===== src/rtl/adc_scan_ctrl.sv =====
module adc_scan_ctrl #(
  parameter int ENTRIES  = 8,
  parameter int CONV_CYC = 438,
  parameter int ACQ_CYC  = 188,
  parameter int DIVW     = 4,
  parameter int RES_W    = 16
) (
  input  logic                           clk,
  input  logic                           rst,
  input  logic                           start,
  input  logic [4*ENTRIES-1:0]           scan_list,
  input  logic [$clog2(ENTRIES+1)-1:0]   scan_len,
  input  logic                           use_com,
  input  logic                           unipolar,
  input  logic [DIVW-1:0]                sck_half,
  input  logic                           sdo,
  output logic                           sck,
  output logic                           sdi,
  output logic                           cs_conv,
  output logic                           res_valid,
  input  logic                           res_ready,
  output logic [RES_W-1:0]               res_data,
  output logic [2:0]                     res_chan,
  output logic                           res_diff,
  output logic                           res_stale
);
  localparam int LW    = $clog2(ENTRIES+1);
  localparam int CW    = $clog2((CONV_CYC > ACQ_CYC ? CONV_CYC : ACQ_CYC) + 1);
  localparam int BW    = $clog2(RES_W);
  localparam int CFG_W = 7;
  localparam logic [CW-1:0] CONV_LAST = CW'(CONV_CYC - 1);
  localparam logic [CW-1:0] ACQ_LAST  = CW'(ACQ_CYC - 1);

  typedef enum logic [2:0] {IDLE, PICK, ACQ, CONV, XFER, POST} st_t;
  st_t st;

  logic [LW-1:0]        ptr;
  logic [CW-1:0]        cnt;
  logic [DIVW-1:0]      hc;
  logic [BW-1:0]        bits;
  logic [CFG_W-1:0]     cfg;
  logic [3:0]           cur_tag, prev_tag;
  logic                 first, flush;
  logic [RES_W-1:0]     shout, rx;
  logic [4*ENTRIES-1:0] lst_sh;
  logic [3:0]           ent;
  logic                 bad, hc_done, list_end;

  assign lst_sh   = scan_list >> {ptr, 2'b00};
  assign ent      = lst_sh[3:0];
  assign bad      = use_com && !ent[3] && (ent[2:0] == 3'd7);
  assign list_end = (ptr >= scan_len) || (ptr >= LW'(ENTRIES));
  assign hc_done  = ({1'b0, hc} + 1'b1) >= {1'b0, sck_half};
  assign sdi      = shout[RES_W-1];

  always_ff @(posedge clk) begin
    if (rst) begin
      st <= IDLE; ptr <= '0; cnt <= '0; hc <= '0; bits <= '0;
      cfg <= '0; cur_tag <= '0; prev_tag <= '0; first <= 1'b0; flush <= 1'b0;
      shout <= '0; rx <= '0; sck <= 1'b0; cs_conv <= 1'b0;
      res_valid <= 1'b0; res_data <= '0; res_chan <= '0; res_diff <= 1'b0; res_stale <= 1'b0;
    end else begin
      case (st)
        IDLE: if (start) begin
          ptr <= '0; first <= 1'b1; flush <= 1'b0; prev_tag <= '0; st <= PICK;
        end
        PICK: if (list_end) begin
          flush <= 1'b1; cnt <= '0; st <= ACQ;
        end else begin
          ptr <= ptr + 1'b1;
          if (!bad) begin
            cfg     <= {!ent[3], ent[0], ent[2], ent[1], use_com && !ent[3], unipolar, 1'b0};
            cur_tag <= ent;
            cnt     <= '0;
            st      <= ACQ;
          end
        end
        ACQ: if (cnt == ACQ_LAST) begin
          cnt <= '0; cs_conv <= 1'b1; st <= CONV;
        end else cnt <= cnt + 1'b1;
        CONV: if (cnt == CONV_LAST) begin
          cs_conv <= 1'b0;
          shout   <= {cfg, {(RES_W-CFG_W){1'b0}}};
          hc      <= '0;
          bits    <= '0;
          st      <= XFER;
        end else cnt <= cnt + 1'b1;
        XFER: if (!hc_done) hc <= hc + 1'b1;
        else begin
          hc <= '0;
          if (!sck) begin
            sck <= 1'b1;
            rx  <= {rx[RES_W-2:0], sdo};
          end else begin
            sck   <= 1'b0;
            shout <= shout << 1;
            if (bits == BW'(RES_W - 1)) begin
              res_valid <= 1'b1;
              res_data  <= rx;
              res_chan  <= prev_tag[2:0];
              res_diff  <= prev_tag[3];
              res_stale <= first;
              first     <= 1'b0;
              prev_tag  <= cur_tag;
              st        <= POST;
            end else bits <= bits + 1'b1;
          end
        end
        POST: if (res_ready) begin
          res_valid <= 1'b0;
          st <= flush ? IDLE : PICK;
        end
        default: st <= IDLE;
      endcase
    end
  end

  logic [CW:0] hi_cnt, lo_cnt;
  always_ff @(posedge clk) begin
    if (rst) begin
      hi_cnt <= '0; lo_cnt <= '0;
    end else begin
      hi_cnt <= !cs_conv ? '0 : ((&hi_cnt) ? hi_cnt : hi_cnt + 1'b1);
      lo_cnt <= sck ? '0 : ((&lo_cnt) ? lo_cnt : lo_cnt + 1'b1);
    end
  end

  assert_sck_quiet_R4: assert property (@(posedge clk) disable iff (rst)
    cs_conv |-> (!sck && !sdi));
  assert_conv_time_R4: assert property (@(posedge clk) disable iff (rst)
    $fell(cs_conv) |-> hi_cnt >= (CW+1)'(CONV_CYC));
  assert_acq_time_R5: assert property (@(posedge clk) disable iff (rst)
    $rose(cs_conv) |-> lo_cnt >= (CW+1)'(ACQ_CYC));
  assert_hold_R9: assert property (@(posedge clk) disable iff (rst)
    (res_valid && !res_ready) |=> (res_valid && $stable(res_data) && $stable(res_chan)
                                   && $stable(res_diff) && $stable(res_stale)));
  assert_no_conv_stall_R9: assert property (@(posedge clk) disable iff (rst)
    res_valid |-> !cs_conv);
endmodule


===== config.mk =====
export PLATFORM = sky130hd
export DESIGN_NAME = adc_scan_ctrl
export DESIGN_NICKNAME = d
export VERILOG_FILES = /design/src/rtl/adc_scan_ctrl.sv
export SDC_FILE = /design/constraint.sdc
export NUM_CORES = 1
export LEC_CHECK = 0
export BUFFER_PORTS_ARGS = -buffer_cell sky130_fd_sc_hd__buf_2
export CAP_MARGIN = 20
export CORE_MARGIN = 5
export CORE_UTILIZATION = 56
export CTS_CLUSTER_DIAMETER = 200
export DETAILED_ROUTE_END_ITERATION = 10
export GPL_ROUTABILITY_DRIVEN = 0
export GPL_TIMING_DRIVEN = 0
export PLACE_DENSITY = 0.8
export SYNTH_ARGS = -nofsm -noshare
export SYNTH_HDL_FRONTEND = slang
export SYNTH_SLANG_ARGS = --single-unit

===== constraint.sdc =====
create_clock -name clk -period 3.39 [get_ports clk]
set_input_delay 0.339 -clock clk [delete_from_list [all_inputs] [get_ports clk]]
set_output_delay 0.339 -clock clk [all_outputs]
set_load 0.005 [all_outputs]

==> results of run 1 <==
-- cell families after synthesis --
group / share of synthesized area, %
AND/OR/NAND/NOR: 21.4
XOR/XNOR: 0.871
flip-flops: 41.3
multiplexers: 9.21
AO/OA/AOI/OAI: 18.3
buffers and inverters: 4.54
adder cells (fa/ha/maj): 4.35
-- registers in the layout (all words and copies together) (netlist names), 4 cells and up --
| name | flops |
|---|---|
| bits | 4 |
| cnt | 9 |
| cur_tag | 4 |
| hc | 4 |
| prev_tag | 4 |
| ptr | 4 |
| res_data | 16 |
| rx | 16 |
| shout | 6 |
-- metrics by stage --
stage	setup WS, ns	utilization [%]	power [uW]	hold WS (ns)	std cells
detailed placement	0.666	65.1	1680	0.445	642
global placement	0.741	65.1	1660	0.440	642
CTS	0.635	68.4	2490	0.209	658
global route	0.279	68.4	2600	0.209	658
floorplan	1.03	-	1540	0.428	476
finish	0.631	68.4	2480	0.216	658
-- layout make-up --
class                           count  area, um^2
Tap cell                           96         120
Buffer                             27         123
Timing Repair Buffer               70         350
Sequential cell                    83        1660
Clock buffer                        9         124
Fill cell                         596        2180
Inverter                           16        60.1
Multi-Input combinational cell    350        2180
Clock inverter                      7         105
-- per-layer routing --
layer | vias to the layer above | routed length (um) | track usage (%)
met3 | 19 | 478 | 3.59
met4 | 0 | 198 | 10.8
li1 | 1842 | - | -
met5 | - | 0 | 0
met2 | 108 | 4660 | 37.6
met1 | 1766 | 4380 | 29.4
-- critical path, cell delays in order, from the launching register on --
cell and delay, ns:
dfxtp_1 0.36, ha_1 0.26, xor2_1 0.15, ha_1 0.27, o21ai_0 0.11, o21ai_0 0.45
and3_1 0.25, buf_2 0.25, buf_4 0.26, mux2i_1 0.23, nor2_1 0.05
-- report_power, final --
group	total, uW	switching, uW	internal (uW)	leakage, uW
clock network	822	394	428	0.000113
logic	590	350	240	0.00111
registers	1070	39.2	1030	0.000670
-- synth_stat cells, types with 2 or more instances --
master | n | share of area (%)
dfxtp_1 | 83 | 41
nand2_1 | 81 | 7.6
a21oi_1 | 50 | 6.2
nor2_1 | 48 | 4.5
mux2i_1 | 28 | 7.0
clkbuf_1 | 19 | 1.8
inv_1 | 16 | 1.5
o21ai_0 | 16 | 2.0
ha_1 | 14 | 4.4
nor3_1 | 12 | 1.5
nand2b_1 | 9 | 1.4
nand3_1 | 9 | 1.1
and3_1 | 8 | 1.2
a211oi_1 | 7 | 1.3
a311oi_1 | 5 | 1.1
a311oi_2 | 5 | 1.9
a31oi_1 | 5 | 0.78
buf_2 | 5 | 0.62
nor2b_1 | 5 | 0.78
mux4_2 | 4 | 2.2
o211a_1 | 4 | 1.0
nand4b_1 | 3 | 0.65
or3_1 | 3 | 0.47
xor2_1 | 3 | 0.65
a22oi_1 | 2 | 0.37
buf_4 | 2 | 0.37
nand4_1 | 2 | 0.31
o211ai_1 | 2 | 0.37
o21a_1 | 2 | 0.37
o31ai_1 | 2 | 0.37
-- worst min-delay path by stage --
| stage | start | end | slack [ns] |
|---|---|---|---|
| after floorplan | prev_tag[0] | res_chan[0] | 0.43 |
| after global placement | prev_tag[0] | res_chan[0] | 0.44 |
| after detailed placement | res_data[6] | res_data[6] | 0.45 |
| after CTS | sdo | rx[0] | 0.21 |
| after global routing | sdo | rx[0] | 0.21 |
| final | sdo | rx[0] | 0.22 |
==> qor.yml, run 1 <==
overflow: 0
grt_pass1_vias: 3716
grt_pass1_wl_um: 16500
r2r-start: "hc[0]"
setup_violations: 0
row_count: 30
crit_required_ns: 3.63
postSynth.asyncResetShare_pct: 0
die_area_mm2: 0.00898
fin_nets: 618
cts_tree: "yes"
min_path_cells: 3
postCtsSetupBuffers: 0
wirelength_um: 9720
hp-class: "in2reg"
wl_per_cell_um: 14.8
status: "finished, final reports clean"
endpoint_kind: "flip-flop"
synth.avg_cell_area_um2: 8.45
seq_area_frac_synth_pct: 41.3
initial_core_util_pct: 58.2
drtIter0Drc: 242
die_h_um: 94.8
synth_edf_count: 0
final_cell_mix: "dfxtp_1 (83), nand2_1 (81), buf_2 (75)"
numCtsBuffers: 9
syn_to_final_growth_pct: 17.4
fin_worst_skew_ns: 0.0134
drc: 0
ys_types: 52
peakVddDrop_mv: 0.310
finalCritPeriodShare_pct: 81.4
dp_hpwl_um: 7180
cts-root-buf: "clkbuf_8"
crit_fanout: 10
routed-via-count: 3735
startpoint_type: "flip-flop"
core-area_mm2: 0.00691
maxSlewViolCount: 0
arrival_ns: 3.00
drive_gt1_share_pct: 19.6
path_clk_slew_ns: 0.09
fmax_ghz: 0.362
crit_end: "rx[12]"
worst-slew-pin-transition_ns: 0.857
gr-usage-all-layers_pct: 22.9
hold_buffers: 0
io_pins: 72
clockBufferDepth: 2
antenna_found_initial: 0
power_density_mw_per_mm2: 526
via_per_inst: 5.68
path_class: "reg2reg"
synth_area_mm2: 0.00402
clk_latency_ns: 0.36
hold_violations: 0
place_area_mm2: 0.00449
drt_pass1_iterations: 5
layout_commonest_cell: "dfxtp_1"
design_area_mm2: 0.00472
antenna_cells: 0
die_w_um: 94.8
grt_start_max_net_pins: 17
cts_resized: 0
grt_setup_unrepaired: "false"
io_buffers: 70
cts.sinks: 83
ant_nets: 0
mappedNetlistNets: 537
slew_headroom_pct: 42.8
syn-instance-count: 476
timing.rr.end: "rx[12]"
reg2reg_depth: 10
p_leak_uw: 0.00189
rrSetupSlack_ns: 0.63
cap_violations: 0
ys_seq_elements: 83
ys_warn_count: 0
min_period_ns: 2.76
synth_flop_cell: "dfxtp_1"
h-tree-depth: 3
startpoint: "hc[0]"
tns_ns: 0
Note: power is estimated with default switching activity, not from simulation.
==> run 2: changes to the inputs <==
- clock period: 3.39 -> 2.6 ns (I/O delays scaled with it)
==> qor.yml, run 2 (same netlist as run 1, synthesis figures left out) <==
crit_required_ns: 2.85  # -0.78 ns
dp_hpwl_um: 7180  # unchanged
fin_nets: 620  # +0.32%
hp-class: "in2reg"
finalCoreUtilization_pct: 69.2  # +0.85 points
cap_violations: 0  # unchanged
finalCritPeriodShare_pct: 92.4  # +11 points
cts.sinks: 83  # unchanged
tns_ns: 0  # unchanged
die_w_um: 94.8  # unchanged
startpoint_type: "flip-flop"
drive_gt1_share_pct: 21.6  # +2.1 points
overflow: 0  # unchanged
drtIter0Drc: 208  # -14%
final_cell_mix: "dfxtp_1 (83), nand2_1 (81), buf_2 (74)"
endpoint_kind: "flip-flop"
via_per_inst: 5.70  # +0.42%
power_uw: 3270  # +32%
hold_violations: 0  # unchanged
arrival_ns: 2.66  # -0.34 ns
multiInputGateArea_mm2: 0.00221  # +1.4%
layout_commonest_cell: "dfxtp_1"
gr-usage-all-layers_pct: 22.9  # -0.033 points
p_leak_uw: 0.00192  # +1.4%
worst-slew-pin-transition_ns: 0.648  # -0.209 ns
row_count: 30  # unchanged
min_period_ns: 2.40  # -0.358 ns
antenna_found_initial: 0  # unchanged
area.sequential_mm2: 0.00166  # unchanged
drc: 0  # unchanged
die_h_um: 94.8  # unchanged
fin_worst_skew_ns: 0.0136  # +0.000250 ns
nFillCells: 588  # -1.3%
cts_tree: "yes"
path_class: "reg2reg"
wl_per_cell_um: 14.9  # +1.1%
crit_fanout: 10  # unchanged
h-tree-depth: 3  # unchanged
wirelength_um: 9860  # +1.4%
antenna_cells: 0  # unchanged
grt_pass1_vias: 3723  # +0.19%
initial_core_util_pct: 58.2  # unchanged
grt_pass1_wl_um: 16500  # -0.13%
io_pins: 72  # unchanged
core-area_mm2: 0.00691  # unchanged
setup_violations: 0  # unchanged
power_density_mw_per_mm2: 684  # +30%
numCtsBuffers: 9  # unchanged
die_area_mm2: 0.00898  # unchanged
status: "finished, final reports clean"
fmax_ghz: 0.416  # +15%
maxSlewViolCount: 0  # unchanged
top_regs: "res_data: 16 flops, rx: 16 flops, cnt: 9 flops"
peakVddDrop_mv: 0.405  # +30%
grt_start_max_net_pins: 17  # unchanged
routed-via-count: 3762  # +0.72%
clockBufferDepth: 2  # unchanged
ant_nets: 0  # unchanged
path_clk_slew_ns: 0.09  # about the same
drt_pass1_iterations: 5  # unchanged
syn_to_final_growth_pct: 18.8
io_buffers: 70  # unchanged
clk_latency_ns: 0.36  # about the same
cts-root-buf: "clkbuf_8"
slew_headroom_pct: 56.8  # +14 points
==> run 2: cell type report <==
cell class | count | share of cell area, %
sequential | 83 | 34.8
clock buffer | 9 | 2.59
multi-input combinational | 350 | 46.2
inverter | 16 | 1.26
clock inverter | 7 | 2.20
buffer | 26 | 2.67
timing repair buffer | 73 | 7.80
tap | 96 | 2.51
==> run 2: power breakdown <==
| part | total, uW | internal [uW] | switching [uW] |
|---|---|---|---|
| combinational | 797 | 326 | 471 |
| sequential | 1400 | 1350 | 52.4 |
| clock | 1070 | 558 | 517 |
| total | 3270 | 2230 | 1040 |
==> run 2: metal layers <==
layer / vias to the layer above / part of all wire (%) / track usage (%)
li1: 1844 / - / -
met1: 1781 / 44 / 29.2
met2: 116 / 48 / 37.8
met3: 21 / 5.7 / 3.59
met4: 0 / 2.1 / 10.8
met5: - / 0 / 0
==> run 2: timing repair <==
item,in CTS,in global routing
endpoints found under the setup margin,29,55
pin swaps,0,4
hold buffers,0,0
buffers inserted,0,3
gates resized for setup,1,16
==> run 2: metrics by stage <==
step	area, um^2	hold WS (ns)	setup slack, ns	cells
floorplan	4020	0.401	0.237	476
global placement	4490	0.440	-0.0490	642
detailed placement	4490	0.445	-0.124	642
CTS	4720	0.130	0.00354	657
global route	4780	0.130	-0.00200	660
finish	4780	0.135	0.198	660
==> run 2: worst paths after layout <==
| path | cells after the start | slack, ns | end | from |
|---|---|---|---|---|
| setup / recovery | 9 | 0.20 | shout[12] | hc[0] |
| hold / removal | 3 | 0.13 | rx[0] | sdo |
| setup reg to reg | 9 | 0.20 | shout[12] | hc[0] |
| hold reg to reg | 2 | 0.46 | res_data[6] | res_data[6] |
==> run 2: worst max-delay path, stage by stage (launching register included) <==
cell and delay [ns]:
dfxtp_1 0.42, ha_2 0.25, xor2_1 0.15, ha_1 0.20
o21ai_1 0.13, o211a_1 0.30, nor3_2 0.27, buf_2 0.27
nor2_1 0.07, a311oi_1 0.25
